===== config.mk =====
export PLATFORM = sky130hd
export DESIGN_NAME = pfd_polar_top
export DESIGN_NICKNAME = d
export VERILOG_FILES = /design/src/rtl/pfd_pkg.sv /design/src/rtl/pfd_edge.sv /design/src/rtl/pfd_core.sv /design/src/rtl/pfd_lock.sv /design/src/rtl/pfd_polar_top.sv
export SDC_FILE = /design/constraint.sdc
export NUM_CORES = 1
export LEC_CHECK = 0
export BUFFER_PORTS_ARGS = -buffer_cell sky130_fd_sc_hd__buf_4
export CAP_MARGIN = 20
export CORE_AREA = 2 2 39 41
export DETAILED_ROUTE_END_ITERATION = 8
export DIE_AREA = 0 0 41 43
export PLACE_DENSITY = 0.66
export SLEW_MARGIN = 25
export SYNTH_ARGS = -nofsm -noshare
export SYNTH_HDL_FRONTEND = slang
export SYNTH_HIERARCHICAL = 1
export SYNTH_SLANG_ARGS = --single-unit

===== constraint.sdc =====
create_clock -name clk -period 1.3 [get_ports clk]
set_input_delay 0.13 -clock clk [delete_from_list [all_inputs] [get_ports clk]]
set_output_delay 0.13 -clock clk [all_outputs]
set_load 0.05 [all_outputs]

===== src/rtl/pfd_pkg.sv =====
package pfd_pkg;
  localparam int NUM_CH = 2;
  localparam int CH_REF = 0;
  localparam int CH_FB  = 1;

  typedef struct packed {
    logic up;
    logic dn;
  } pump_t;

  // Map detector flags onto pump outputs according to the polarity select.
  function automatic pump_t orient(input pump_t f, input logic pol_hi);
    pump_t o;
    o.up = pol_hi ? f.up : f.dn;
    o.dn = pol_hi ? f.dn : f.up;
    return o;
  endfunction
endpackage


===== src/rtl/pfd_edge.sv =====
module pfd_edge (
  input  logic clk,
  input  logic rst,
  input  logic sig_i,
  output logic rise_o
);
  logic prev_q;

  always_ff @(posedge clk) begin
    if (rst) prev_q <= 1'b0;
    else     prev_q <= sig_i;
  end

  assign rise_o = sig_i & ~prev_q & ~rst;
endmodule


===== src/rtl/pfd_core.sv =====
module pfd_core
  import pfd_pkg::*;
(
  input  logic  clk,
  input  logic  rst,
  input  logic  rise_ref_i,
  input  logic  rise_fb_i,
  output pump_t flags_o
);
  pump_t flags_q, flags_n;

  always_comb begin
    flags_n.up = flags_q.up | rise_ref_i;
    flags_n.dn = flags_q.dn | rise_fb_i;
    if (flags_n.up && flags_n.dn) flags_n = '0;
  end

  always_ff @(posedge clk) begin
    if (rst) flags_q <= '0;
    else     flags_q <= flags_n;
  end

  assign flags_o = flags_q;
endmodule


===== src/rtl/pfd_lock.sv =====
module pfd_lock #(
  parameter int LOCK_TOL = 1
) (
  input  logic clk,
  input  logic rst,
  input  logic active_i,
  input  logic rise_ref_i,
  output logic lock_o
);
  localparam int RUN_W = $clog2(LOCK_TOL + 2);
  localparam logic [RUN_W-1:0] TOL_V = RUN_W'(LOCK_TOL);

  logic [RUN_W-1:0] run_q;
  logic             viol_q, armed_q, lock_q;
  logic             bad;

  assign bad = active_i && (run_q == TOL_V);

  always_ff @(posedge clk) begin
    if (rst) begin
      run_q   <= '0;
      viol_q  <= 1'b0;
      armed_q <= 1'b0;
      lock_q  <= 1'b0;
    end else begin
      if (!active_i)           run_q <= '0;
      else if (run_q != TOL_V) run_q <= run_q + 1'b1;

      if (rise_ref_i) begin
        armed_q <= 1'b1;
        viol_q  <= bad;
        lock_q  <= armed_q & ~viol_q & ~bad;
      end else if (bad) begin
        viol_q <= 1'b1;
        lock_q <= 1'b0;
      end
    end
  end

  assign lock_o = lock_q;
endmodule


===== src/rtl/pfd_polar_top.sv =====
module pfd_polar_top
  import pfd_pkg::*;
#(
  parameter int LOCK_TOL = 1
) (
  input  logic clk,
  input  logic rst,
  input  logic ref_div_i,
  input  logic fb_div_i,
  input  logic pol_hi_i,
  output logic cp_up_o,
  output logic cp_dn_o,
  output logic lock_o,
  output logic mon_o
);
  logic [NUM_CH-1:0] div_in, div_rise;
  pump_t             flags, pump_n;
  logic              flag_up, flag_dn;

  assign div_in[CH_REF] = ref_div_i;
  assign div_in[CH_FB]  = fb_div_i;

  generate
    for (genvar g = 0; g < NUM_CH; g++) begin : g_edge
      pfd_edge u_edge (
        .clk    (clk),
        .rst    (rst),
        .sig_i  (div_in[g]),
        .rise_o (div_rise[g])
      );
    end
  endgenerate

  pfd_core u_core (
    .clk        (clk),
    .rst        (rst),
    .rise_ref_i (div_rise[CH_REF]),
    .rise_fb_i  (div_rise[CH_FB]),
    .flags_o    (flags)
  );

  assign flag_up = flags.up;
  assign flag_dn = flags.dn;

  pfd_lock #(.LOCK_TOL(LOCK_TOL)) u_lock (
    .clk        (clk),
    .rst        (rst),
    .active_i   (flag_up | flag_dn),
    .rise_ref_i (div_rise[CH_REF]),
    .lock_o     (lock_o)
  );

  assign pump_n = orient(flags, pol_hi_i);

  always_ff @(posedge clk) begin
    if (rst) begin
      cp_up_o <= 1'b0;
      cp_dn_o <= 1'b0;
      mon_o   <= 1'b0;
    end else begin
      cp_up_o <= pump_n.up;
      cp_dn_o <= pump_n.dn;
      mon_o   <= pol_hi_i ? ref_div_i : fb_div_i;
    end
  end
endmodule


==> results of run 1 <==
## routing by layer
layer / up-vias / GRT usage [%]
met5: - / 0
met4: 0 / 10.0
met3: 2 / 1.57
met2: 4 / 12.5
met1: 133 / 11.8
li1: 164 / -
## stage by stage
stage	cells	instance area [µm²]
3_5_place_dp	66	538
5_1_grt	69	561
3_3_place_gp	66	538
2_1_floorplan	42	458
4_1_cts	69	561
6_report	69	561
## cell families (layout without fill, tap and decap cells)
group,count (synthesis),count (layout),synth area share [%]
AO/OA/AOI/OAI,3,3,7.10
AND/OR/NAND/NOR,21,21,28.4
multiplexers,3,3,6.56
flip-flops,12,12,52.5
buffers and inverters,1,12,0.819
adder cells (fa/ha/maj),1,1,2.73
XOR/XNOR,1,1,1.91
## flip-flops by register name, indices dropped and copies added (netlist names)
signal	cells
cp_dn_o	1
cp_up_o	1
g_edge.u_edge/prev_q	2
mon_o	1
u_core/flags_o	2
u_lock/armed_q	1
u_lock/lock_o	1
u_lock/run_q	2
u_lock/viol_q	1
## where the power goes
group          internal (W)  switching, W
logic             0.0000406     0.0000536
clock network      0.000107      0.000109
registers          0.000385    0.00000958
total              0.000532      0.000172
## area by class of cell
cell class / count / area (µm²) / share of cell area [%]
inverters: 1 / 3.75 / 0.670
flip-flops and latches: 12 / 240 / 42.9
repair buffers: 8 / 60.1 / 10.7
well taps: 16 / 20.0 / 3.57
multi-input cells: 29 / 214 / 38.2
clock buffers: 3 / 22.5 / 4.02
## layout by cell type, fill, tap and decap left out, types with 2 or more instances in the layout
cell and instances:
buf_4 8, clkbuf_4 3, dfxtp_1 12, mux2i_1 3
nand2b_1 2, nor2_1 8, nor2b_1 3, nor3b_2 2
nor4_1 2
## worst max-delay path by stage
stage          slack, ns            end
2_1_floorplan       0.29  u_lock/lock_o
3_3_place_gp        0.27  u_lock/lock_o
3_5_place_dp        0.24  u_lock/lock_o
4_1_cts             0.23  u_lock/lock_o
5_1_grt             0.15  u_lock/lock_o
6_report            0.23  u_lock/lock_o
## worst register-to-register path: stages (launching register included)
cell and delay [ns]:
dfxtp_1 0.31, nor3b_2 0.32, nand3b_1 0.14, a221oi_2 0.23
==> impl_metrics.tcl, run 1 <==
set metrics [dict create \
    critical_path.slowest_cell "nor3b_2" \
    layout.nets 61 \
    grt_overflow 0 \
    path_class "flop to flop" \
    min-delay-start "fb_div_i" \
    final_antenna_net_count 0 \
    place_ws_ns 0.243 \
    synthToLayoutAreaGrowth_pct 22.4 \
    h-tree-depth 1 \
    required_ns 1.48 \
    ys_top_cells_by_area "dfxtp_1 (52%), mux2i_1 (6.6%), nor2_1 (6.6%)" \
    crit_path_max_fanout 6 \
    wl_met1_um 315 \
    ctsHoldBuffers 0 \
    critPathLaunch "g_edge[0].u_edge/prev_q" \
    arrival_ns 1.25 \
    clkTransAtPathRegs_ns 0.07 \
    io_buffers 8 \
    hold_end "g_edge[1].u_edge/prev_q" \
    yosys.area.top_type "dfxtp_1" \
    yosysMostFrequentCell "dfxtp_1" \
    path_cells "nor3b_2, nand3b_1, a221oi_2" \
    fin_skew_ns 0.00325 \
    num-fill-cells 135 \
    drc 0 \
    hold_depth 2 \
    tightestPinTransition_ns 0.316 \
    max_stage_delay_ns 0.32 \
    cts_buffers 3 \
    grt_first_pass_wirelength_um 1080 \
    root_buffer "clkbuf_4" \
    placementRows 14 \
    setup_viol 0 \
    rrSetupSlack_ns 0.23 \
    cp_top_family "simple AND/OR/NAND/NOR gates" \
    worstReg2RegStart "g_edge[0].u_edge/prev_q" \
    synth.net_count 48 \
    drv_cap 0 \
    met2_wirelength_um 297 \
    dr_wl_met3_um 16 \
    cts_tree "yes" \
    cts_setup_buffers 0 \
    fin_tns_setup_ns 0 \
    synth_top_area_share_pct 52.5 \
    seq_area_frac_synth_pct 52.5 \
    antenna_found_initial 0 \
    diodes 0 \
    synthFlopType "dfxtp_1" \
    slew_headroom_pct 78.8 \
    path_buf_inv 0 \
    total_power_w 0.000704 \
    top_level_ports 9 \
    highest_layer "met4" \
    r2r_end "u_lock/lock_o" \
    wl_per_cell_um 9.33 \
    cts_sinks 12 \
    finalMaxSlewViolations 0 \
    status "completed" \
    final_util_pct 40.5 \
    fp.dieW_um 41 \
    hold_ws_ns 0.112 \
    first_pass_iters 2 \
    gp_congestion 0.730 \
    yosys_register_bits 12 \
    core_um2 1380 \
    drive_above_1_share_pct 32.1 \
    fin_crit_ns 1.07 \
    routed_wl_um 644 \
    first_iter_violations 2 \
    rr_worst_depth 3 \
    cts.repair.resized 0 \
    synth_common_cells "dfxtp_1 (12), nor2_1 (8), mux2i_1 (3), nor2b_1 (3)" \
    viasPerCell 4.39 \
    grt_pass1_vias 279 \
    dp_hpwl_um 469 \
    syn_area_um2 458 \
    fmax_mhz 937 \
    clk_latency_ns 0.26 \
    cp_num_cells 3 \
    synth-async-reset-ratio_pct 0 \
    postSynthCellCount 42 \
    vdd_drop_max_mv 0.436 \
    ys_warn_count 6 \
    track_usage_pct 9.50 \
    grt_max_degree 14 \
    finalWorstSetupSlack_ns 0.233 \
    rsz0062_at_grt "no" \
    fin_crit_sh_pct 82.1 \
    die_area_um2 1760 \
    syn_area_per_cell_um2 10.9 \
    clockBufferDepth 2 \
    synth_edf_count 0 \
    initial_core_util_pct 33.1 \
    hp-class "input pin to flop" \
    ys_types 17 \
    finalHoldViolCount 0 \
    power_density_nw_per_um2 1260 \
    critPathLaunchType "flop" \
    num_vias 303 \
    p_leak_nw 0.233 \
    die_h_um 43 \
    cp-end-kind "flop" \
]
Power figures use the tool's default switching activity.
==> run 2: changes to the inputs <==
clock period = 1.05 ns   (was 1.3 ns; I/O delays follow)
==> run 2 against run 1 <==
Die area unchanged. Critical path depth fell by 1. Sequential power rose by 23%.
==> impl_metrics.tcl, run 2 (same netlist as run 1, synthesis figures left out) <==
set metrics [dict create \
    layout_common_cells "dfxtp_1 (12), buf_4 (12), nor2_1 (8)" \
    fin_crit_sh_pct 95.7 \
    grt_pass1_vias 289 \
    core_um2 1380 \
    die_area_um2 1760 \
    comb_power_share_pct 13.9 \
    drive_above_1_share_pct 39.7 \
    power_density_nw_per_um2 1590 \
    switching_power_w 0.000227 \
    top_level_ports 9 \
    h-tree-depth 1 \
    setup_viol 0 \
    hold_ws_ns 0.0718 \
    finalHoldViolCount 0 \
    cts_sinks 12 \
    io_buffers 8 \
    num_vias 329 \
    drc 0 \
    p_leak_nw 0.262 \
    power.internal_w 0.000749 \
    finalMaxSlewViolations 0 \
    tightestPinTransition_ns 0.267 \
    hold_depth 2 \
    cp_top_family "simple AND/OR/NAND/NOR gates" \
    ctsHoldBuffers 0 \
    wl_per_cell_um 9.57 \
    fin_crit_ns 1.01 \
    final_antenna_net_count 0 \
    cts_tree "yes" \
    clk_latency_ns 0.26 \
    vdd_drop_max_mv 0.559 \
    min-delay-start "fb_div_i" \
    cts_setup_buffers 0 \
    fmax_mhz 995 \
    placementRows 14 \
    initial_core_util_pct 33.1 \
    power_frac_clock_pct 36.3 \
    drv_cap 0 \
    layout.nets 65 \
    cts_buffers 3 \
    slew_headroom_pct 82.0 \
    hp-class "input pin to flop" \
    status "completed" \
    path_cells "or2_2, a221oi_2" \
    r2r_end "u_lock/lock_o" \
    first_pass_iters 4 \
    grt_max_degree 14 \
    clockBufferDepth 2 \
    gp_congestion 0.709 \
    clkTransAtPathRegs_ns 0.07 \
    grt_first_pass_wirelength_um 1120 \
    multi_input_area_um2 223 \
    arrival_ns 1.19 \
    fp.dieW_um 41 \
    rsz0062_at_grt "no" \
    grt_overflow 0 \
    antenna_found_initial 0 \
    fin_tns_setup_ns 0 \
    p_seq_share_pct 49.8 \
    worstReg2RegStart "u_core/flags_o[0]" \
    cp-end-kind "flop" \
    synthToLayoutAreaGrowth_pct 33.9 \
    required_ns 1.23 \
    critical_path.slowest_cell "or2_2" \
    root_buffer "clkbuf_4" \
    first_iter_violations 5 \
    path_buf_inv 0 \
    hold_end "g_edge[1].u_edge/prev_q" \
    die_h_um 43 \
    max_stage_delay_ns 0.34 \
    ff_latch_area_um2 240 \
    fin_skew_ns 0.00132 \
    switching_share_pct 23.2 \
    critPathLaunchType "flop" \
    rr_worst_depth 2 \
    crit_path_max_fanout 3 \
    track_usage_pct 9.99 \
    rrSetupSlack_ns 0.04 \
    routed_wl_um 708 \
    diodes 0 \
    num-fill-cells 133 \
    path_class "flop to flop" \
    dp_hpwl_um 525 \
    viasPerCell 4.45 \
]
-- run 2: cell count changes in the layout (fill, tap and decap cells not counted), sizes merged --
| cell | change |
|---|---|
| clkbuf | +1 |
| buf | +4 |
-- run 2: final cells by class --
type	instances	share of cell area, %
clock buffer	4	5.92
inverter	1	0.612
multi-input combinational	29	36.3
sequential	12	39.2
tap	16	3.27
timing repair buffer	12	14.7
-- run 2: worst reg2reg max path: cells and delay by family, from the launching register on --
| kind | cells | cell delay [ns] |
|---|---|---|
| AO/OA/AOI/OAI | 1 | 0.27 |
| flip-flops | 1 | 0.32 |
| AND/OR/NAND/NOR | 1 | 0.34 |
-- run 2: through the flow --
step / power (W) / utilization (%) / instances / area, µm² / setup slack, ns
5_1_grt: 0.00103 / 44.3 / 74 / 613 / 0.000963
6_report: 0.000976 / 44.3 / 74 / 613 / 0.0450
4_1_cts: 0.000989 / 43.7 / 74 / 604 / 0.0215
3_3_place_gp: 0.000626 / 41.0 / 70 / 568 / 0.0324
2_1_floorplan: 0.000576 / - / 42 / 458 / 0.0385
3_5_place_dp: 0.000628 / 41.0 / 70 / 568 / 0.0381
-- run 2: repair_timing --
action                                 CTS  global route
endpoints found under the hold margin    0             0
resized for setup                        0             2
setup endpoints to repair                0             4
-- run 2: routing by layer --
metal  vias up  wire length [µm]  GRT usage [%]
met4         0                19           10.0
met1       148               338           10.8
li1        175                 -              -
met5         -                 0              0
met2         4               335           14.1
met3         2                14           3.14
-- run 2: worst max path at each step --
| stage | to | startpoint | cells past startpoint | slack, ns |
|---|---|---|---|---|
| floorplan | u_lock/lock_o | u_lock/lock_o | 2 | 0.04 |
| global placement | u_lock/lock_o | g_edge[0].u_edge/prev_q | 3 | 0.03 |
| detailed placement | u_lock/lock_o | g_edge[0].u_edge/prev_q | 3 | 0.04 |
| CTS | u_lock/lock_o | g_edge[0].u_edge/prev_q | 3 | 0.02 |
| global route | u_lock/lock_o | g_edge[0].u_edge/prev_q | 3 | 0.001 |
| finish | u_lock/lock_o | u_core/flags_o[0] | 2 | 0.04 |
-- run 2: power groups by stage --
stage          clock network, W   logic, W  registers, W
6_report               0.000354   0.000136      0.000486
2_1_floorplan                 0  0.0000563      0.000519
5_1_grt                0.000397   0.000146      0.000489
3_3_place_gp                  0   0.000131      0.000495
3_5_place_dp                  0   0.000132      0.000496
4_1_cts                0.000371   0.000133      0.000485
